===== src/rtl/wdog_pkg.sv =====
package wdog_pkg;

  // Word offsets decoded by software drivers.
  localparam int OFF_PERIOD = 'h3004;
  localparam int OFF_ACTION = 'h3008;
  localparam int OFF_CTRL   = 'h300C;

  localparam int CODE_W     = 4;
  localparam int SEL_W      = 2;
  localparam int CODE_MIN   = 3;   // 1 second
  localparam int CODE_MAX   = 10;  // 128 seconds
  localparam int CODE_RESET = 9;   // 64 seconds
  localparam int SEC_W      = 8;   // holds up to 128
  localparam int STAT_BIT   = 8;

  localparam logic [SEL_W-1:0] SEL_IRQ_ONLY = 2'd2;

  // Clamp an arbitrary code into the legal window.
  function automatic logic [CODE_W-1:0] sat_code(input logic [CODE_W-1:0] c);
    if (c < CODE_W'(CODE_MIN)) return CODE_W'(CODE_MIN);
    if (c > CODE_W'(CODE_MAX)) return CODE_W'(CODE_MAX);
    return c;
  endfunction

endpackage


===== src/rtl/wdog_regs.sv =====
module wdog_regs
  import wdog_pkg::*;
#(
  parameter int ADDR_W = 16,
  parameter int DATA_W = 32
) (
  input  logic              clk,
  input  logic              rst,
  input  logic              wr_en,
  input  logic [ADDR_W-1:0] wr_addr,
  input  logic [DATA_W-1:0] wr_data,
  input  logic              rd_en,
  input  logic [ADDR_W-1:0] rd_addr,
  input  logic              status,
  output logic [DATA_W-1:0] rd_data,
  output logic              en_q,
  output logic [CODE_W-1:0] code_q,
  output logic [SEL_W-1:0]  sel_q,
  output logic              restart,
  output logic              halt
);

  logic wr_ctrl, wr_period, wr_action;
  logic unused_wdata;

  assign wr_ctrl   = wr_en && (wr_addr == ADDR_W'(OFF_CTRL));
  assign wr_period = wr_en && (wr_addr == ADDR_W'(OFF_PERIOD));
  assign wr_action = wr_en && (wr_addr == ADDR_W'(OFF_ACTION));

  // Restart: enable with clear, or enable while stopped.
  assign restart = wr_ctrl && wr_data[0] && (wr_data[1] || !en_q);
  assign halt    = wr_ctrl && !wr_data[0];

  assign unused_wdata = ^wr_data[DATA_W-1:CODE_W];

  always_ff @(posedge clk) begin
    if (rst) begin
      en_q   <= 1'b0;
      code_q <= CODE_W'(CODE_RESET);
      sel_q  <= '0;
    end else begin
      if (wr_ctrl)   en_q   <= wr_data[0];
      if (wr_period) code_q <= wr_data[CODE_W-1:0];
      if (wr_action) sel_q  <= wr_data[SEL_W-1:0];
    end
  end

  always_ff @(posedge clk) begin
    if (rst) begin
      rd_data <= '0;
    end else begin
      rd_data <= '0;
      if (rd_en) begin
        if (rd_addr == ADDR_W'(OFF_PERIOD)) begin
          rd_data[CODE_W-1:0] <= code_q;
        end else if (rd_addr == ADDR_W'(OFF_ACTION)) begin
          rd_data[SEL_W-1:0] <= sel_q;
        end else if (rd_addr == ADDR_W'(OFF_CTRL)) begin
          rd_data[0]        <= en_q;
          rd_data[STAT_BIT] <= status;
        end
      end
    end
  end

endmodule


===== src/rtl/wdog_prescaler.sv =====
module wdog_prescaler #(
  parameter int TICKS_PER_SEC = 1000
) (
  input  logic clk,
  input  logic rst,
  input  logic clr,
  input  logic run,
  output logic sec_tick
);

  localparam int PW = (TICKS_PER_SEC > 1) ? $clog2(TICKS_PER_SEC) : 1;
  localparam logic [PW-1:0] LAST = PW'(TICKS_PER_SEC - 1);

  logic [PW-1:0] cnt;

  assign sec_tick = run && (cnt == LAST);

  always_ff @(posedge clk) begin
    if (rst || clr) begin
      cnt <= '0;
    end else if (run) begin
      cnt <= (cnt == LAST) ? '0 : cnt + 1'b1;
    end
  end

endmodule


===== src/rtl/wdog_core.sv =====
module wdog_core
  import wdog_pkg::*;
#(
  parameter int STATUS_LAG = 3
) (
  input  logic              clk,
  input  logic              rst,
  input  logic              restart,
  input  logic              halt,
  input  logic              en_q,
  input  logic [CODE_W-1:0] code_q,
  input  logic [SEL_W-1:0]  sel_q,
  input  logic              sec_tick,
  output logic              run,
  output logic              status,
  output logic              irq_o,
  output logic              wdt_rst_o
);

  logic                 active;
  logic [SEC_W-1:0]     secs;
  logic [SEC_W-1:0]     lim_q;
  logic [SEC_W-1:0]     lim_next;
  logic [STATUS_LAG-1:0] pipe;

  assign lim_next = SEC_W'(1) << (sat_code(code_q) - CODE_W'(CODE_MIN));
  assign run      = active && !irq_o;

  always_ff @(posedge clk) begin
    if (rst) begin
      active    <= 1'b0;
      secs      <= '0;
      lim_q     <= '0;
      irq_o     <= 1'b0;
      wdt_rst_o <= 1'b0;
    end else if (restart) begin
      active    <= 1'b1;
      secs      <= '0;
      lim_q     <= lim_next;
      irq_o     <= 1'b0;
      wdt_rst_o <= 1'b0;
    end else if (halt) begin
      active    <= 1'b0;
      irq_o     <= 1'b0;
      wdt_rst_o <= 1'b0;
    end else if (sec_tick) begin
      if (secs == lim_q - 1'b1) begin
        irq_o     <= 1'b1;
        wdt_rst_o <= (sel_q != SEL_IRQ_ONLY);
      end else begin
        secs <= secs + 1'b1;
      end
    end
  end

  // Status: delayed view of enable; a restart wipes the history.
  generate
    if (STATUS_LAG > 1) begin : g_pipe
      always_ff @(posedge clk) begin
        if (rst || restart) pipe <= '0;
        else                pipe <= {pipe[STATUS_LAG-2:0], en_q};
      end
    end else begin : g_single
      always_ff @(posedge clk) begin
        if (rst || restart) pipe <= '0;
        else                pipe <= en_q;
      end
    end
  endgenerate

  assign status = pipe[STATUS_LAG-1];

endmodule


===== src/rtl/wdog_timer.sv =====
module wdog_timer
  import wdog_pkg::*;
#(
  parameter int ADDR_W        = 16,
  parameter int DATA_W        = 32,
  parameter int TICKS_PER_SEC = 1000,
  parameter int STATUS_LAG    = 3
) (
  input  logic              clk,
  input  logic              rst,
  input  logic              wr_en,
  input  logic [ADDR_W-1:0] wr_addr,
  input  logic [DATA_W-1:0] wr_data,
  input  logic              rd_en,
  input  logic [ADDR_W-1:0] rd_addr,
  output logic [DATA_W-1:0] rd_data,
  output logic              irq_o,
  output logic              wdt_rst_o
);

  logic              en_q, restart, halt, status, run, sec_tick;
  logic [CODE_W-1:0] code_q;
  logic [SEL_W-1:0]  sel_q;

  wdog_regs #(.ADDR_W(ADDR_W), .DATA_W(DATA_W)) u_regs (
    .clk(clk), .rst(rst),
    .wr_en(wr_en), .wr_addr(wr_addr), .wr_data(wr_data),
    .rd_en(rd_en), .rd_addr(rd_addr), .status(status), .rd_data(rd_data),
    .en_q(en_q), .code_q(code_q), .sel_q(sel_q),
    .restart(restart), .halt(halt)
  );

  wdog_prescaler #(.TICKS_PER_SEC(TICKS_PER_SEC)) u_presc (
    .clk(clk), .rst(rst), .clr(restart || halt), .run(run), .sec_tick(sec_tick)
  );

  wdog_core #(.STATUS_LAG(STATUS_LAG)) u_core (
    .clk(clk), .rst(rst), .restart(restart), .halt(halt),
    .en_q(en_q), .code_q(code_q), .sel_q(sel_q), .sec_tick(sec_tick),
    .run(run), .status(status), .irq_o(irq_o), .wdt_rst_o(wdt_rst_o)
  );

endmodule


===== config.mk =====
export PLATFORM = sky130hd
export DESIGN_NAME = wdog_timer
export DESIGN_NICKNAME = d
export VERILOG_FILES = /design/src/rtl/wdog_pkg.sv /design/src/rtl/wdog_regs.sv /design/src/rtl/wdog_prescaler.sv /design/src/rtl/wdog_core.sv /design/src/rtl/wdog_timer.sv
export SDC_FILE = /design/constraint.sdc
export NUM_CORES = 1
export LEC_CHECK = 0
export BUFFER_PORTS_ARGS = -buffer_cell sky130_fd_sc_hd__buf_2
export CORE_MARGIN = 2
export CORE_UTILIZATION = 48
export CTS_CLUSTER_DIAMETER = 150
export DETAILED_ROUTE_END_ITERATION = 10
export PLACE_DENSITY = 0.82
export SETUP_SLACK_MARGIN = 0.5
export SYNTH_ARGS = -nofsm -noshare
export SYNTH_HDL_FRONTEND = slang
export SYNTH_SLANG_ARGS = --single-unit

===== constraint.sdc =====
create_clock -name clk -period 3.1 [get_ports clk]
set_input_delay 0.62 -clock clk [delete_from_list [all_inputs] [get_ports clk]]
set_output_delay 0.62 -clock clk [all_outputs]
set_load 0.1 [all_outputs]

* Yosys cells after proc, flatten, opt, wreduce, memory -nomap -nowiden
Index checks and enable logic that the tools add are counted. W data, S select, Z words.
Word-level totals: output and inout bits 34, flip-flop bits (word level) 71, word-level logic and storage cells 72
Cells by class: reduce and logical (&&, ||, !) cells 23, shift-type cells 1, equality and inequality tests 9, bitwise operators 5, mux-type cells 14, $lt $le $gt $ge 2, add/subtract/negate cells 4
Operator list (number):
- $eq A16 B14 Y1 const B | 6
- $mux W4 | 4
- $add A10 B1 Y10 const B | 1
- $eq A10 B10 Y1 const B | 1
- $mux W10 | 1
- $add A8 B1 Y8 const B | 1
- $eq A8 B8 Y1 | 1
- $logic_and A1 B1 Y1 | 8
- $mux W1 | 8
- $shl A1 B4 Y8 const A | 1
- $sub A8 B1 Y8 const B | 1
- $reduce_or A3 Y1 | 2
- $not A1 Y1 | 5
- $reduce_or A5 Y1 | 1
- $gt A4 B4 Y1 const B | 1
- $logic_or A1 B1 Y1 | 4
- $lt A4 B2 Y1 const B | 1
- $reduce_or A2 Y1 | 2
- $sub A4 B2 Y4 const B | 1
- $logic_not A1 Y1 | 3
- $reduce_and A3 Y1 | 1
- $mux W2 | 1
- $ne A2 B2 Y1 const B | 1
- $reduce_and A2 Y1 | 1
- $reduce_bool A2 Y1 | 1

* Logic depth before layout (Yosys ltp)
Gate-level depths: netlist of the first run.
depth in word-level cells 7, gate-level depth with buffers 9

* Hierarchy
Synthesis of the first run repeated with hierarchy kept, for this count alone.
Second synthesis, totals: cells, all modules 293, area total of the unflattened synthesis 2466.1 µm²
By module, submodules not included:
- wdog_core | times used 1, sequential area each 440.4 µm², area an instance 1161.1 µm², cells each 140
- wdog_regs | times used 1, sequential area each 240.2 µm², area an instance 823.3 µm², cells each 98
- wdog_prescaler | times used 1, sequential area each 200.2 µm², area an instance 475.5 µm², cells each 54
- wdog_timer | times used 1, sequential area each 0.0 µm², area an instance 6.3 µm², cells each 1

* Worst setup path after synthesis of the first run
Ideal clock, no wire load.
kind flip-flop to flip-flop, start register u_core.lim_q[0], end register u_core.secs[6], cell stages (with the launch flop) 10, period minus slack after synthesis 2344 ps, arrival 2274 ps, setup slack 756 ps, path buffers 1, required time 3030 ps, path through dfxtp_1 -> inv_1 -> ha_1 -> or3b_2 -> o31a_1 -> o2111ai_1 -> o311ai_2 -> buf_6 -> or3_1 -> a21oi_1
Between the ends: longest elaborated chain between the ends 4
Ends and longest elaborated chain:
- start, declared | RTL line wdog_core.sv:22 | logic [SEC_W-1:0] lim_q;
- start signal, assigned | RTL line wdog_core.sv:39 | lim_q <= lim_next;
- $sub A8 B1 Y8 | RTL line wdog_core.sv:47 | if (secs == lim_q - 1'b1) begin
- $eq A8 B8 Y1 | RTL line wdog_core.sv:47
- $not A1 Y1 (no source line)
- $reduce_and A3 Y1 (no source line)
- end signal, assigned | RTL line wdog_core.sv:51 | secs <= secs + 1'b1;
- end, declared | RTL line wdog_core.sv:21 | logic [SEC_W-1:0] secs;
No other way between the ends. A chain may end at the register's enable or synchronous reset.

* Worst setup path after layout of the first run
start register u_core.lim_q[0], end register u_core.secs[2]
Same word-level chain as after synthesis.

==> results of run 1 <==
## cell usage after synthesis (2+ instances only)
| cell | count | area (um^2) |
|---|---|---|
| sky130_fd_sc_hd__dfxtp_1 | 44 | 880.8 |
| sky130_fd_sc_hd__nor2_1 | 36 | 135.1 |
| sky130_fd_sc_hd__buf_4 | 28 | 210.2 |
| sky130_fd_sc_hd__a21oi_1 | 18 | 90.09 |
| sky130_fd_sc_hd__nand3_1 | 12 | 60.06 |
| sky130_fd_sc_hd__mux2i_1 | 9 | 90.09 |
| sky130_fd_sc_hd__nand2_1 | 9 | 33.78 |
| sky130_fd_sc_hd__o21ai_0 | 9 | 45.04 |
| sky130_fd_sc_hd__xnor2_1 | 8 | 70.07 |
| sky130_fd_sc_hd__xor2_1 | 8 | 70.07 |
| sky130_fd_sc_hd__nand2b_1 | 7 | 43.79 |
| sky130_fd_sc_hd__nor4_1 | 7 | 43.79 |
| sky130_fd_sc_hd__clkbuf_1 | 6 | 22.52 |
| sky130_fd_sc_hd__inv_1 | 6 | 22.52 |
| sky130_fd_sc_hd__nand4_1 | 6 | 37.54 |
| sky130_fd_sc_hd__nor2b_1 | 6 | 37.54 |
| sky130_fd_sc_hd__and2_1 | 5 | 31.28 |
| sky130_fd_sc_hd__nor3_1 | 5 | 25.02 |
| sky130_fd_sc_hd__nor3b_1 | 5 | 37.54 |
| sky130_fd_sc_hd__nor4b_1 | 5 | 43.79 |
| sky130_fd_sc_hd__or3_1 | 5 | 31.28 |
| sky130_fd_sc_hd__and3_1 | 3 | 18.77 |
| sky130_fd_sc_hd__buf_6 | 3 | 33.78 |
| sky130_fd_sc_hd__ha_1 | 3 | 37.54 |
| sky130_fd_sc_hd__nand3b_1 | 3 | 22.52 |
| sky130_fd_sc_hd__a211o_1 | 2 | 17.52 |
| sky130_fd_sc_hd__or2_2 | 2 | 12.51 |
| sky130_fd_sc_hd__or3_2 | 2 | 15.01 |
| sky130_fd_sc_hd__or3b_2 | 2 | 17.52 |
## timing repair
item	4_1_cts	5_1_grt
setup buffers	0	1
gates resized for setup	1	4
pin swaps	1	1
setup endpoints to repair	5	6
## registers in the layout (all words and copies together) (netlist names)
name / cells
u_presc.cnt: 10
u_core.wdt_rst_o: 1
u_core.active: 1
u_core.irq_o: 1
u_regs.en_q: 1
u_regs.sel_q: 2
u_regs.rd_data: 5
u_core.pipe: 3
u_core.lim_q: 8
u_core.secs: 8
u_regs.code_q: 4
## cells by family after synthesis
group | count (synthesis)
AO/OA/AOI/OAI | 38
XOR/XNOR | 16
adder cells (fa/ha/maj) | 3
buffers and inverters | 43
flip-flops | 44
multiplexers | 10
other | 1
AND/OR/NAND/NOR | 127
## critical path: stages, from the launching register on
cell	delay, ns
sky130_fd_sc_hd__dfxtp_2	0.35
sky130_fd_sc_hd__inv_1	0.06
sky130_fd_sc_hd__ha_2	0.20
sky130_fd_sc_hd__or3b_4	0.41
sky130_fd_sc_hd__o31a_1	0.26
sky130_fd_sc_hd__o2111ai_2	0.25
sky130_fd_sc_hd__o311ai_2	0.15
sky130_fd_sc_hd__buf_6	0.17
sky130_fd_sc_hd__or3_2	0.40
sky130_fd_sc_hd__a21oi_1	0.14
## power by group through the flow
stage / clock network [W] / logic [W] / registers, W
after floorplan: 0 / 0.000184 / 0.000578
after global placement: 0 / 0.000184 / 0.000578
after detailed placement: 0 / 0.000185 / 0.000578
after CTS: 0.000462 / 0.000186 / 0.000565
after global routing: 0.000487 / 0.000193 / 0.000565
final: 0.000449 / 0.000187 / 0.000565
## stage by stage
stage,worst slack [ns],total power (W)
6_report,0.6475,0.001200
3_3_place_gp,0.5154,0.0007615
2_1_floorplan,0.7561,0.0007614
3_5_place_dp,0.4512,0.0007629
5_1_grt,0.5168,0.001245
4_1_cts,0.5250,0.001213
## worst min path at each step
| stage | end | start | cells past startpoint |
|---|---|---|---|
| 6_report | u_core.pipe[1] | u_core.pipe[0] | 1 |
| 5_1_grt | u_core.pipe[1] | u_core.pipe[0] | 1 |
| 4_1_cts | u_core.pipe[1] | u_core.pipe[0] | 1 |
| 3_5_place_dp | u_core.pipe[1] | u_core.pipe[0] | 1 |
| 3_3_place_gp | u_core.pipe[1] | u_core.pipe[0] | 1 |
| 2_1_floorplan | u_core.pipe[1] | u_core.pipe[0] | 1 |
## metal layers
metal	part of all wire [%]	vias to the layer above	wire [um]	global-route usage (%)
met2	49	63	2391	28.61
met1	43	926	2072	20.51
li1	-	1025	-	-
met3	4.8	17	232	4.150
met5	0	-	0	0
met4	3.3	0	160	10.12
## final cells by class
cell class                      count  area, um^2  share of cell area [%]
Multi-Input combinational cell    221        1345                   49.58
Sequential cell                    44       882.1                   32.52
Timing Repair Buffer               50       264.0                   9.732
Tap cell                           67       83.83                   3.090
Clock buffer                        5       68.82                   2.537
Clock inverter                      3       46.29                   1.707
Inverter                            6       22.52                  0.8303
==> flow_summary.ini, run 1 <==
[place]
routabilityCongestion = 0.7872
post-place-cells = 387
hpwl_mm = 3.665
port_buffers = 46
placement_cell_area_um2 = 2574

[sta]
fmax_mhz = 407.7
timing.setup.tns_ns = 0
grt_setup_unrepaired = false
finalSetupViolCount = 0
timing.clock.skew_ns = 0.008031
report.final.hold_viol_count = 0
fin_hold_ws_ns = 0.4362
post-route-period-util_pct = 79.11
report.final.slew_viol_count = 0
post-route-min-period_ns = 2.453

[synth]
yosysUniqueCellTypes = 47
netlist_area_um2 = 2406
yosys.area_share.simple_pct = 29.75
syn-instance-count = 282
yosys.area_share.xor_xnor_pct = 5.824
synth_adder_area_share_pct = 1.560
largest_family_of_logic_cells_by_synthesized_area = simple AND/OR/NAND/NOR gates
synthMuxAreaShare_pct = 4.212
yosys_register_bits = 44
synth-warning-count = 0
synth.yosys.seq_area_share_pct = 36.61
number_of_enable_type_register_cells_in_the_synthesized_netlist = 0
compound_cell_area_share_of_the_yosys_netlist_pct = 9.880
syn_area_per_cell_um2 = 8.532
synth-async-reset-ratio_pct = 0
yosys_most_used_dff = sky130_fd_sc_hd__dfxtp_1

[outcome]
run_status = finished, final reports clean

[worst_setup_path]
crit_path_max_fanout = 15
setup.worst_path.start = u_core.lim_q[0]
crit-reg2reg-capture = u_core.secs[2]
regToRegStartpoint = u_core.lim_q[0]
worst_setup_path_end_kind = register
path_class = reg2reg
rrSetupSlack_ns = 0.65
setup.worst_path.end = u_core.secs[2]
timing.critical_path.from_type = register
r2r.worst_path.cells = 9
worstPathRequired_ns = 3.34
cp_data_arrival_time_ns = 2.69

[detailed_routing]
drt-wirelength-per-cell_um = 12.26
dr_total_vias = 2031
routed_wirelength_mm = 4.855
detail_route.first_pass.iterations = 4
drc = 0
post_drt_via_cell_ratio = 5.129
ant_nets = 0
initialDrtViolationCount = 96

[power_and_ir_drop]
netSwitchingPower_w = 0.0003693
seq_power_share_pct = 47.1
share_clk_of_total_power_pct = 37.4
cell_area_power_density_nw_per_um2 = 442.2
static-leakage-power_nw = 1.058
comb_power_share_pct = 15.6
internal_power_w = 0.0008303
power.ir.vdd_worst_mv = 0.2316
switching_share_pct = 30.78

[global_route]
globalRouteTotalUtil_pct = 17.32
grt_antenna_before_repair = 0
grt_pass1_vias = 1731
grt_first_pass_wirelength_mm = 7.403
grt_max_degree = 21
globalRouteOverflowTotal = 0

[cts]
clk_path_buf_depth = 2
clk_root_buffer_cell = sky130_fd_sc_hd__clkbuf_8
cts_tree = done
numCtsBuffers = 5
hold_buffers = 0
clkSinkCount = 44
cts.clk_slew.worst_paths_ns = 0.09
worst_skew_pair.late_latency_ns = 0.30
h-tree-depth = 2

[floorplanning]
area_of_the_die_um2 = 5595
core.rowCount = 25
initial_core_util_pct = 50.27
io_count = 102
vertical_die_dimension_um = 74.80
die_w_um = 74.80
core_region_area_um2 = 4786

[layout]
post_route_cells_drive_above_1_share_pct = 22.19
areaGrowthSynthToFinish_pct = 12.74
instances_no_fill = 396
commonest_non_fill_non_tap_cell_in_the_layout = sky130_fd_sc_hd__buf_2
finish.utilization_pct = 56.68
num-nets-final = 399
fillers = 441
final_area_um2 = 2713
most-common-layout-cells = sky130_fd_sc_hd__buf_2 (46), sky130_fd_sc_hd__dfxtp_1 (43), sky130_fd_sc_hd__nor2_1 (36)
num_antenna_cells = 0

[flow_run]
maxCapViolCount = 0

[min_path]
hp-class = reg2reg
Note: power is estimated with default switching activity, not from simulation.
==> run 2: changes to the inputs <==
clock period = 2.5 ns   (was 3.1 ns; I/O delays follow)
==> flow_summary.ini, run 2 (synthesized netlist as in run 1, its figures left out) <==
[outcome]
run_status = finished, final reports clean

[power_and_ir_drop]
cell_area_power_density_nw_per_um2 = 474.4
power.ir.vdd_worst_mv = 0.2618
static-leakage-power_nw = 1.138

[detailed_routing]
initialDrtViolationCount = 79
post_drt_via_cell_ratio = 5.118
dr_total_vias = 2078
detail_route.first_pass.iterations = 4
ant_nets = 0
drt-wirelength-per-cell_um = 12.71
routed_wirelength_mm = 5.159
drc = 0

[sta]
timing.setup.tns_ns = 0
finalSetupViolCount = 0
grt_setup_unrepaired = true
slew_headroom_pct = 63.62
report.final.hold_viol_count = 0
fmax_mhz = 415.6
post-route-period-util_pct = 96.24
post-route-min-period_ns = 2.406
worst_slew_pin_slew_ns = 0.5450
report.final.slew_viol_count = 0
timing.clock.skew_ns = 0.01216

[cts]
cts.clk_slew.worst_paths_ns = 0.08
clk_path_buf_depth = 2
numCtsBuffers = 5
clkSinkCount = 44
cts_tree = done
worst_skew_pair.late_latency_ns = 0.31
hold_buffers = 0
clk_root_buffer_cell = sky130_fd_sc_hd__clkbuf_8
h-tree-depth = 2

[floorplanning]
area_of_the_die_um2 = 5595
initial_core_util_pct = 50.27
core_region_area_um2 = 4786
core.rowCount = 25
die_w_um = 74.80
vertical_die_dimension_um = 74.80
io_count = 102

[flow_run]
maxCapViolCount = 0

[layout]
commonest_non_fill_non_tap_cell_in_the_layout = sky130_fd_sc_hd__buf_2
fillers = 428
biggestRegsByFlops = u_presc.cnt x10, u_core.lim_q x8, u_core.secs x8
most-common-layout-cells = sky130_fd_sc_hd__buf_2 (46), sky130_fd_sc_hd__dfxtp_1 (39), sky130_fd_sc_hd__nor2_1 (36)
largest-register = u_presc.cnt
final_area_um2 = 2963
post_route_cells_drive_above_1_share_pct = 29.50
num_antenna_cells = 0
num-nets-final = 409
areaGrowthSynthToFinish_pct = 23.14
flip_flop_count_of_the_largest_register_all_copies_and_words_added = 10

[worst_setup_path]
worstPathRequired_ns = 2.73
cp_data_arrival_time_ns = 2.64
worst_setup_path_end_kind = register
crit_path_max_fanout = 7
path_class = reg2reg
timing.critical_path.from_type = register

[place]
placement_cell_area_um2 = 2639
port_buffers = 46
routabilityCongestion = 0.7561
hpwl_mm = 3.821

[global_route]
grt_pass1_vias = 1884
grt_first_pass_wirelength_mm = 8.224
grt_max_degree = 21
grt_antenna_before_repair = 0
globalRouteTotalUtil_pct = 19.39
globalRouteOverflowTotal = 0

[min_path]
hp-class = in2reg
## run 2: changes by cell type in the layout (fill, tap and decap cells not counted), sizes merged
cell	change
buf	+10
bufinv	-1
clkbuf	+1
clkinvlp	+1
inv	-1
## run 2: final timing paths
kind                         from                to  slack [ns]  cells after the start
setup / recovery  u_core.lim_q[1]    u_core.secs[2]        0.09                      7
hold / removal         wr_data[3]  u_regs.code_q[3]        0.40                      2
setup reg to reg  u_core.lim_q[1]    u_core.secs[2]        0.09                      7
hold reg to reg    u_core.pipe[0]    u_core.pipe[1]        0.44                      1
## run 2: final cells by class
class	instances	area, um^2	share of cell area (%)
clock buffer	6	82.58	2.787
clock inverter	2	15.01	0.5068
inverter	6	25.02	0.8446
multi-input combinational	221	1471	49.66
sequential	44	892.1	30.11
tap	67	83.83	2.829
timing repair buffer	60	392.9	13.26
## run 2: per-layer routing
metal,global-route usage (%),wire length [um]
met3,4.685,200
met1,22.93,2114
met2,32.84,2732
met5,0,0
met4,9.722,112
## run 2: critical path, stage by stage, from the launching register on
cell and delay, ns:
sky130_fd_sc_hd__dfxtp_2 0.34, sky130_fd_sc_hd__or4_4 0.59, sky130_fd_sc_hd__o221a_1 0.32, sky130_fd_sc_hd__nor4_4 0.31, sky130_fd_sc_hd__o311ai_4 0.18, sky130_fd_sc_hd__buf_12 0.16
sky130_fd_sc_hd__or3_4 0.31, sky130_fd_sc_hd__a21oi_1 0.13
## run 2: repair_timing
item	CTS	global route
endpoints found under the setup margin	10	10
setup buffers	5	4
hold endpoints to repair	0	0
pin swaps	13	6
cloned	1	0
resized for setup	9	17
## run 2: per-stage QoR
stage	cells	power [W]	worst slack, ns	utilization, %	hold WS, ns
floorplan	308	0.0009442	0.3545	-	0.4057
global placement	388	0.0009462	0.1769	55.14	0.4127
detailed placement	388	0.0009479	0.05698	55.14	0.4223
CTS	402	0.001420	0.1289	59.53	0.3966
global route	406	0.001463	0.03253	61.91	0.3893
finish	406	0.001406	0.09397	61.91	0.4026
## run 2: report_power, final
group	internal (W)	leakage (nW)	total (W)	switching [W]
registers	0.000698	0.357	0.000698	0.00000000228
logic	0.0000297	0.737	0.000232	0.000203
clock network	0.000224	0.0434	0.000475	0.000252
total	0.000951	1.14	0.00141	0.000454
